--- src/rtl/clkdiv_pkg.sv ---
`timescale 1ns/1ps
package clkdiv_pkg;
  localparam int DIV_W      = 4;
  localparam int SEL_W      = 2;
  localparam int NUM_SRC    = 1 << SEL_W;
  localparam int NUM_STAGES = 2;
  localparam int RSV_W      = 3;
  localparam int CTRL_W     = 16;

  // Control word layout, most significant field first.
  typedef struct packed {
    logic             dis;
    logic             aux14;
    logic [SEL_W-1:0] sel;
    logic             aux11;
    logic [RSV_W-1:0] rsv;
    logic [DIV_W-1:0] div2;
    logic [DIV_W-1:0] div1;
  } ctrl_t;

  localparam logic [CTRL_W-1:0] CTRL_RESET = 16'h8000;

  // Bits that an instance with the given features keeps on a write.
  function automatic logic [CTRL_W-1:0] write_mask(bit has_div2, bit has_aux14, bit has_aux11);
    ctrl_t m;
    m       = '0;
    m.dis   = 1'b1;
    m.sel   = '1;
    m.div1  = '1;
    m.div2  = has_div2 ? '1 : '0;
    m.aux14 = has_aux14;
    m.aux11 = has_aux11;
    return m;
  endfunction

  // Source pulses per output pulse.
  function automatic int unsigned div_ratio(logic [DIV_W-1:0] d1, logic [DIV_W-1:0] d2);
    return (int'(d1) + 1) * (int'(d2) + 1);
  endfunction
endpackage

--- src/rtl/clkdiv_ctrl_reg.sv ---
`timescale 1ns/1ps
module clkdiv_ctrl_reg import clkdiv_pkg::*; #(
  parameter bit HAS_DIV2  = 1'b1,
  parameter bit HAS_AUX14 = 1'b1,
  parameter bit HAS_AUX11 = 1'b1
) (
  input  logic              clk,
  input  logic              rst_n,
  input  logic              wr_en,
  input  logic [CTRL_W-1:0] wr_data,
  output ctrl_t             ctrl_q
);
  localparam logic [CTRL_W-1:0] KEEP = write_mask(HAS_DIV2, HAS_AUX14, HAS_AUX11);

  always_ff @(posedge clk) begin
    if (!rst_n)     ctrl_q <= ctrl_t'(CTRL_RESET & KEEP);
    else if (wr_en) ctrl_q <= ctrl_t'(wr_data & KEEP);
  end
endmodule

--- src/rtl/clkdiv_stage.sv ---
`timescale 1ns/1ps
module clkdiv_stage #(
  parameter int W = 4
) (
  input  logic         clk,
  input  logic         rst_n,
  input  logic         clr,
  input  logic         step,
  input  logic [W-1:0] limit,
  output logic         wrap,
  output logic [W-1:0] cnt
);
  assign wrap = step && (cnt == limit);

  always_ff @(posedge clk) begin
    if (!rst_n || clr) cnt <= '0;
    else if (step)     cnt <= wrap ? '0 : cnt + 1'b1;
  end
endmodule

--- src/rtl/clkdiv_chan.sv ---
`timescale 1ns/1ps
module clkdiv_chan import clkdiv_pkg::*; #(
  parameter bit HAS_DIV2  = 1'b1,
  parameter bit HAS_AUX14 = 1'b1,
  parameter bit HAS_AUX11 = 1'b1
) (
  input  logic               clk,
  input  logic               rst_n,
  input  logic [NUM_SRC-1:0] src_en,
  input  logic               wr_en,
  input  logic [CTRL_W-1:0]  wr_data,
  output logic [CTRL_W-1:0]  rd_data,
  output logic               clk_en_out
);
  ctrl_t reg_cfg;

  // Settings in use by the divider; refreshed only at safe points.
  logic             act_dis;
  logic [SEL_W-1:0] act_sel;
  logic [DIV_W-1:0] act_div1, act_div2;

  logic                              clr, sel_pulse, frame_end, cfg_load;
  logic [NUM_STAGES-1:0]             step, wrap;
  logic [NUM_STAGES-1:0][DIV_W-1:0]  limit, stage_cnt;

  clkdiv_ctrl_reg #(
    .HAS_DIV2(HAS_DIV2), .HAS_AUX14(HAS_AUX14), .HAS_AUX11(HAS_AUX11)
  ) u_reg (
    .clk(clk), .rst_n(rst_n), .wr_en(wr_en), .wr_data(wr_data), .ctrl_q(reg_cfg)
  );

  assign rd_data   = reg_cfg;
  assign clr       = reg_cfg.dis | act_dis;
  assign sel_pulse = src_en[act_sel];
  assign limit[0]  = act_div1;
  assign limit[1]  = act_div2;

  generate
    for (genvar g = 0; g < NUM_STAGES; g++) begin : g_stage
      if (g == 0) begin : g_first
        assign step[g] = sel_pulse & ~clr;
      end else begin : g_next
        assign step[g] = wrap[g-1];
      end
      clkdiv_stage #(.W(DIV_W)) u_stage (
        .clk(clk), .rst_n(rst_n), .clr(clr), .step(step[g]),
        .limit(limit[g]), .wrap(wrap[g]), .cnt(stage_cnt[g])
      );
    end
  endgenerate

  assign frame_end = wrap[NUM_STAGES-1];
  assign cfg_load  = clr | frame_end;

  always_ff @(posedge clk) begin
    if (!rst_n) begin
      act_dis  <= 1'b1;
      act_sel  <= '0;
      act_div1 <= '0;
      act_div2 <= '0;
    end else if (cfg_load) begin
      act_dis  <= reg_cfg.dis;
      act_sel  <= reg_cfg.sel;
      act_div1 <= reg_cfg.div1;
      act_div2 <= reg_cfg.div2;
    end
  end

  always_ff @(posedge clk) begin
    if (!rst_n) clk_en_out <= 1'b0;
    else        clk_en_out <= frame_end;
  end
endmodule

--- config.mk ---
export PLATFORM = sky130hd
export DESIGN_NAME = clkdiv_chan
export DESIGN_NICKNAME = d
export VERILOG_FILES = /design/src/rtl/clkdiv_pkg.sv /design/src/rtl/clkdiv_ctrl_reg.sv /design/src/rtl/clkdiv_stage.sv /design/src/rtl/clkdiv_chan.sv
export SDC_FILE = /design/constraint.sdc
export NUM_CORES = 1
export LEC_CHECK = 0
export ABC_CLOCK_PERIOD_IN_PS = 7000
export BUFFER_PORTS_ARGS = -buffer_cell sky130_fd_sc_hd__buf_4
export CAP_MARGIN = 15
export CORE_MARGIN = 3
export CORE_UTILIZATION = 45
export CTS_CLUSTER_DIAMETER = 120
export CTS_CLUSTER_SIZE = 10
export DETAILED_ROUTE_END_ITERATION = 12
export HOLD_SLACK_MARGIN = 0.05
export PLACE_DENSITY = 0.7
export SLEW_MARGIN = 20
export SYNTH_ARGS = -nofsm -noshare
export SYNTH_HDL_FRONTEND = slang
export SYNTH_HIERARCHICAL = 1
export SYNTH_SLANG_ARGS = --single-unit
--- constraint.sdc ---
create_clock -name clk -period 7 [get_ports clk]
set_input_delay 0 -clock clk [delete_from_list [all_inputs] [get_ports clk]]
set_output_delay 0 -clock clk [all_outputs]
set_load 0.1 [all_outputs]
==> results of run 1 <==
power by group through the flow:
stage | clock, mW | sequential (mW) | combinational (mW)
2_1_floorplan | 0 | 0.235 | 0.0275
3_3_place_gp | 0 | 0.204 | 0.0728
3_5_place_dp | 0 | 0.204 | 0.0737
4_1_cts | 0.124 | 0.200 | 0.0804
5_1_grt | 0.134 | 0.201 | 0.0845
6_report | 0.119 | 0.200 | 0.0804
worst max-delay path, stage by stage, from the launching register on:
cell     delay [ns]
dfxtp_1        0.37
mux4_2         0.50
nor2b_4        0.16
and4_4         0.17
and2_2         0.24
and4_4         0.18
and2_2         0.20
nor3_2         0.71
mux2i_1        0.26
cell usage in the layout, fill, tap and decap left out, types with 4 or more instances in the layout:
cell type and count:
dfxtp_1 33, dlygate4sd3_1 15, nand2_1 23, nor2b_1 12, xnor2_1 10, mux2i_1 25
clkbuf_4 5, buf_4 33, a211oi_1 6, xor2_1 4
timing repair:
action | CTS | global route
hold buffers | 15 | 0
setup buffers | 0 | 0
setup endpoints to repair | 0 | 0
endpoints found under the hold margin | 14 | 0
final timing paths:
path | start | endpoint | cells after the start
max reg2reg | act_sel[0] | act_sel[0] | 8
min | wr_en | u_reg/ctrl_q[4] | 3
min reg2reg | act_div1[1] | act_div1[1] | 2
max | act_sel[0] | act_sel[0] | 8
layer usage:
metal	track usage (%)	vias to the layer above	share of wire [%]
met4	4.04	0	0.40
met3	5.62	2	4.4
met1	19.5	510	47
li1	-	587	-
met2	22.7	29	48
met5	0	-	0
registers in the layout (all words and copies together), names as in the netlist:
signal,count
clk_en_out,1
g_stage.u_stage/cnt,8
act_sel,2
act_div1,4
u_reg/ctrl_q,13
act_div2,4
act_dis,1
logic make-up after synthesis:
family / after synthesis / share of synthesized area, %
AOI/OAI and AO/OA: 8 / 4.13
xor gates and xnor gates: 14 / 8.09
adders and majority gates: 2 / 1.65
buffers and inverters: 9 / 4.95
DFF: 33 / 43.6
muxes: 26 / 18.0
other: 1 / 0.247
and+or+nand+nor: 52 / 19.4
stage by stage:
| step | worst slack (ns) | hold WS (ns) | std cells |
|---|---|---|---|
| floorplan | 4.38 | 0.0737 | 147 |
| global placement | 4.17 | 0.221 | 215 |
| detailed placement | 4.14 | 0.232 | 215 |
| CTS | 4.10 | 0.0984 | 238 |
| global route | 4.00 | 0.0957 | 238 |
| finish | 4.15 | 0.121 | 238 |
layout make-up:
type                    instances  share of cell area, %
multi-input cells             105                   40.1
flip-flops and latches         33                   33.4
repair buffers                 48                   20.1
clock buffers                   7                   3.29
well taps                      44                   2.78
clock inverters                 1                  0.253
==> impl_results.md, run 1 <==
* Cell variety after synth at 26
* Tot Pwr at 399 uW
* DR pass1 iterations at 4
* Tcrit/Tclk final at 40.7%
* Synth Register Bits at 33
* Setup slack, reg-to-reg at 4.15 ns
* Ports at 40
* Register Area at 661 um2
* Synthesized area at 1520 um2
* Most numerous cell in the Yosys netlist: dfxtp_1
* Flop pwr share at 50.1%
* Mean Syn Cell Area at 10.5 um2
* Clock transition at path regs at approximately 0.090 ns
* Crit-path max FO at 10
* Status: completed
* Max frequency at 351 MHz
* Peak supply drop at 159 uV
* Async set-or-reset flop fraction in the synthesized netlist at 0%
* Switching Fraction at between 20% and 30%
* Largest net degree at the start of global routing at 38
* RSZ-0062 raised after global routing: false
* Power share of the clock group at 29.8%
* Clk root buf: clkbuf_4
* Setup TNS at 0 ns
* Worst EP required at 7.25 ns
* Clock Skew at ~0.0055 ns
* Post-synth top area share at 43.6%
* Critical Path Start Type: flip-flop
* Total GRT Usage at 14.8%
* Least-Margin Pin Slew at 0.938 ns
* Final RePlAce weighted congestion at 0.755
* Post-DP HPWL at just under 2 mm
* Die Width at about 64 um
* Drt total wl at 2.76 mm
* # diodes at 0
* Final setup fails at 0
* Yosys top cell by area: dfxtp_1
* Worst-Skew Late Latency at around 0.32 ns
* Power Density at 202 nW/um2
* Global route overflow at 0
* Starting Density at 48.5%
* Die Ht at 64.1 um
* # rows at 20
* DRT iter0 DRCs at 27
* Crit. End Element: flip-flop
* IO Port Bufs at 33
* Worst Path Arrival at 3.11 ns
* Cts repair resizes at 0
* Area grow syn2layout at 30.4%
* FILL cells at 253
* Final #Nets at between 200 and 250
* Vias in the first global route at 1,107
* Synth warnings at 6
* Sequential area share after synthesis at a little over two fifths
* H-Tree Depth at 2
* Prevailing post-synth register cell: dfxtp_1
* Die ar. at 4100 um2
* Global-route wire length before repair at approximately 4.9 mm
* Core box area at approximately 3100 um2
* Layout cells sized above 1 at 25.3%
* Final worst path period need at 2.85 ns
* Vias at 1,128
* Max-cap violations at 0
* CTS tree: done
* Combinational share of power at 20.1%
* Total CTS buffers at 5
* Leak pwr at 0.765 nW
* Post-Place Cell Area at 1760 um2
* Synth top area cells: dfxtp_1 44%, mux2i_1 17%, xnor2_1 5.8%
* Synth cell count leaders: 33 x dfxtp_1, 25 x mux2i_1, 23 x nand2_1
* Clock tree buffer depth at 2
* Final instance area at 1980 um2
* Post-route DRC at 0
* Rel. slew slack at 37.1%
* Cell internal pwr at around 280 uW
* Worst min path class: input port to flip-flop
* Switching pwr at 119 uW
* Post-synth EDFFs at 0
* CP Class: flip-flop to flip-flop
* Antenna violations before repair at 0
* Post-Syn Instances at between 100 and 150
* Wire per inst at 11.6 um
* Final-report max-slew violation count at 0
* Fin util at 63.2%
* Hold Vio Cnt, Final at 0
* Drt via density at 4.74
* Antenna-violating nets left at 0
* Multi-input logic area at ~790 um2
* Sink Count at 33
Note: power is estimated with default switching activity, not from simulation.
==> inputs of run 2 (changes only) <==
--- a/config.mk
+++ b/config.mk
@@ -5,7 +5,8 @@
 export SDC_FILE = /design/constraint.sdc
 export NUM_CORES = 1
 export LEC_CHECK = 0
-export ABC_CLOCK_PERIOD_IN_PS = 7000
+export ABC_AREA = 1
+export ABC_CLOCK_PERIOD_IN_PS = 2400
 export BUFFER_PORTS_ARGS = -buffer_cell sky130_fd_sc_hd__buf_4
 export CAP_MARGIN = 15
 export CORE_MARGIN = 3
@@ -14,7 +15,7 @@
 export CTS_CLUSTER_SIZE = 10
 export DETAILED_ROUTE_END_ITERATION = 12
 export HOLD_SLACK_MARGIN = 0.05
-export PLACE_DENSITY = 0.7
+export PLACE_DENSITY = 0.72
 export SLEW_MARGIN = 20
 export SYNTH_ARGS = -nofsm -noshare
 export SYNTH_HDL_FRONTEND = slang
==> constraint.sdc (replaced) <==
create_clock -name clk -period 2.4 [get_ports clk]
set_input_delay 0 -clock clk [delete_from_list [all_inputs] [get_ports clk]]
set_output_delay 0 -clock clk [all_outputs]
set_load 0.1 [all_outputs]
==> impl_results.md, run 2 <==
* Prevailing post-synth register cell: dfxtp_1
* Sink Count at 33 (unchanged)
* Final RePlAce weighted congestion at 0.746 (-1.1%)
* Post-DP HPWL at 2.18 mm (+13%)
* H-Tree Depth at 2 (unchanged)
* Post-synth top area share at 41.2% (-2.4 points)
* Die ar. at 4320 um2 (+5.2%)
* Synth cell count leaders: 60 x nand2_1, 50 x nor2_1, 43 x inv_1
* Setup slack, reg-to-reg at 0.48 ns (-3.66 ns)
* Reg2reg start: act_sel[0]
* Vias at 1,689 (+50%)
* Hold path cells at 3 (unchanged)
* Hold_buf cts at 36 (+21)
* Ports at 40 (unchanged)
* DR pass1 iterations at 4 (unchanged)
* Synth warnings at 6 (unchanged)
* Worst min path class: input port to flip-flop
* Worst R2R End: act_div2[0]
* Hold Vio Cnt, Final at 0 (unchanged)
* DRT iter0 DRCs at 91 (+240%)
* Cell variety after synth at 20 (-23%)
* Crit. End Element: flip-flop
* Status: completed
* Clock tree buffer depth at 2 (unchanged)
* Total CTS buffers at 5 (unchanged)
* Drt via density at 4.64 (-2.1%)
* Largest Register: u_reg/ctrl_q
* Synth top area cells: dfxtp_1 41%, nand2_1 14%, nor2_1 12%
* Cts repair resizes at 0 (unchanged)
* Most common cell after layout, fill and taps aside: nand2_1
* Synth Register Bits at 33 (unchanged)
* Layout cells sized above 1 at 17.9% (-7.3 points)
* # diodes at 0 (unchanged)
* Area grow syn2layout at 41.7%
* Largest net degree at the start of global routing at 28 (-26%)
* Die Ht at 65.7 um (+2.6%)
* Tot Pwr at 1.24 mW (+210%)
* Crit-path max FO at 10 (unchanged)
* Total GRT Usage at 21.5% (+6.7 points)
* Starting Density at 47.3% (-1.2 points)
* RSZ-0062 raised after global routing: false
* Worst reg2reg path depth at 13 (+5)
* Vias in the first global route at 1,641 (+48%)
* Final worst path period need at 1.92 ns (-0.935 ns)
* Clk root buf: clkbuf_4
* Mean Syn Cell Area at 6.55 um2 (-37%)
* Global-route wire length before repair at 7.08 mm (+44%)
* Most numerous cell in the Yosys netlist: nand2_1
* Max-cap violations at 0 (unchanged)
* Post-route DRC at 0 (unchanged)
* Final-report max-slew violation count at 0 (unchanged)
* Most frequent cells in the layout: 60 x nand2_1, 50 x nor2_1, 43 x inv_1
* Tcrit/Tclk final at 79.8% (+39 points)
* CP Class: flip-flop to flip-flop
* Final #Nets at 342 (+57%)
* Synthesized area at 1600 um2 (+5.8%)
* Worst EP required at 2.64 ns (-4.61 ns)
* Worst Path Arrival at 2.16 ns (-0.95 ns)
* Power Density at 545 nW/um2 (+170%)
* Async set-or-reset flop fraction in the synthesized netlist at 0% (unchanged)
* Yosys top cell by area: dfxtp_1
* Worst-Skew Late Latency at 0.35 ns (+0.03 ns)
* Post-Syn Instances at 245 (+69%)
* Min-delay src: wr_en
* Leak pwr at 1.12 nW (+47%)
* Antenna violations before repair at 0 (unchanged)
* Setup repair bufs after CTS at 0 (unchanged)
* IO Port Bufs at 33 (unchanged)
* CTS tree: done
* Die Width at 65.7 um (+2.6%)
* Setup TNS at 0 ns (unchanged)
* Peak supply drop at 394 uV (+150%)
* Global route overflow at 0 (unchanged)
* Wire per inst at 11.4 um (-1.9%)
* Top flop regs: u_reg/ctrl_q x13, g_stage.u_stage/cnt x8
* Max frequency at 522 MHz (+49%)
* Final setup fails at 0 (unchanged)
* Critical Path Start Type: flip-flop
* Antenna-violating nets left at 0 (unchanged)
* Max FFs per register at 13 (unchanged)
* Sequential area share after synthesis at 41.2% (-2.4 points)
* Post-synth EDFFs at 0 (unchanged)
* Clock transition at path regs at 0.09 ns (about the same)
* Core box area at 3390 um2 (+8.4%)
* Clock Skew at 0.0115 ns (+0.00597 ns)
* Hold Path Sink: u_reg/ctrl_q[5]
* FILL cells at 261 (+3.2%)
* # rows at 21 (+5.0%)
* Drt total wl at 4.15 mm (+50%)
## run 2: changes by cell type in the layout (fill, tap and decap cells not counted), moves of 4 or more
cell           before  now
nor2_1              0   50
inv_1               0   43
nand2_1            23   60
mux2i_1            25    0
dlygate4sd3_1      15   36
nor2b_1            12    0
o21ai_1             0   12
xnor2_1            10    0
a21oi_1             0    7
nor2_2              0    7
a211oi_1            6    0
o21ai_0             0    6
xor2_1              4    0
## run 2: how the worst max path moves through the flow
stage	start	to	slack, ns
final	act_sel[0]	act_div2[0]	0.48
after floorplan	u_reg/ctrl_q[15]	act_div2[2]	0.12
after global routing	act_sel[0]	act_div2[0]	0.26
after global placement	act_sel[0]	act_div1[3]	0.52
after detailed placement	act_sel[0]	act_div1[3]	0.51
after CTS	act_sel[0]	act_div1[3]	0.49
## run 2: cell type report
class                   count  area, um2  share of cell area (%)
multi-input cells         159        697                    30.7
flip-flops and latches     33        661                    29.1
inverters                  46        174                    7.65
clock buffers               7       45.0                    1.98
clock inverters             1       7.51                   0.330
well taps                  46       57.6                    2.53
repair buffers             72        631                    27.8
## run 2: kinds of logic (layout without fill, tap and decap cells)
group | Yosys count | in the layout | synth area share [%]
other | 1 | 3 | 0.234
buffers and inverters | 55 | 126 | 15.8
flip-flops | 33 | 33 | 41.2
AO/OA/AOI/OAI | 29 | 29 | 9.83
adder cells (fa/ha/maj) | 2 | 2 | 1.56
AND/OR/NAND/NOR | 125 | 125 | 31.4
## run 2: worst max-delay path, cell delays in order, from the launching register on
cell and delay [ns]:
dfxtp_1 0.39, inv_1 0.07, nand2_1 0.05, nand3_1 0.06, a21oi_1 0.18, inv_1 0.11
nor2_2 0.13, inv_1 0.08, nor2_2 0.15, inv_1 0.07, nand2_2 0.14, clkinv_2 0.16
nor2_1 0.14, nor2_1 0.06
## run 2: layer usage
metal  track usage (%)  wire (um)  vias to the layer above
met2              37.0       2000                       55
met1              23.8       1780                      753
met5                 0          0                        -
met3              6.50        205                       20
met4              10.6        159                        0
li1                  -          -                      861
## run 2: power breakdown
part / internal (mW) / leakage (nW) / switching [mW]
clock network: 0.115 / 0.0255 / 0.195
registers: 0.573 / 0.271 / 0.0212
logic: 0.116 / 0.824 / 0.218
## run 2: metrics by stage
| step | area (um2) | util (%) | worst slack (ns) | hold WS [ns] | cells |
|---|---|---|---|---|---|
| after CTS | 2270 | 67.0 | 0.490 | 0.0523 | 364 |
| after detailed placement | 1860 | 54.9 | 0.508 | 0.223 | 320 |
| final | 2270 | 67.0 | 0.485 | 0.0891 | 364 |
| after global routing | 2270 | 67.0 | 0.256 | 0.0912 | 364 |
| after global placement | 1860 | 54.9 | 0.520 | 0.219 | 320 |
| after floorplan | 1610 | - | 0.121 | 0.108 | 247 |
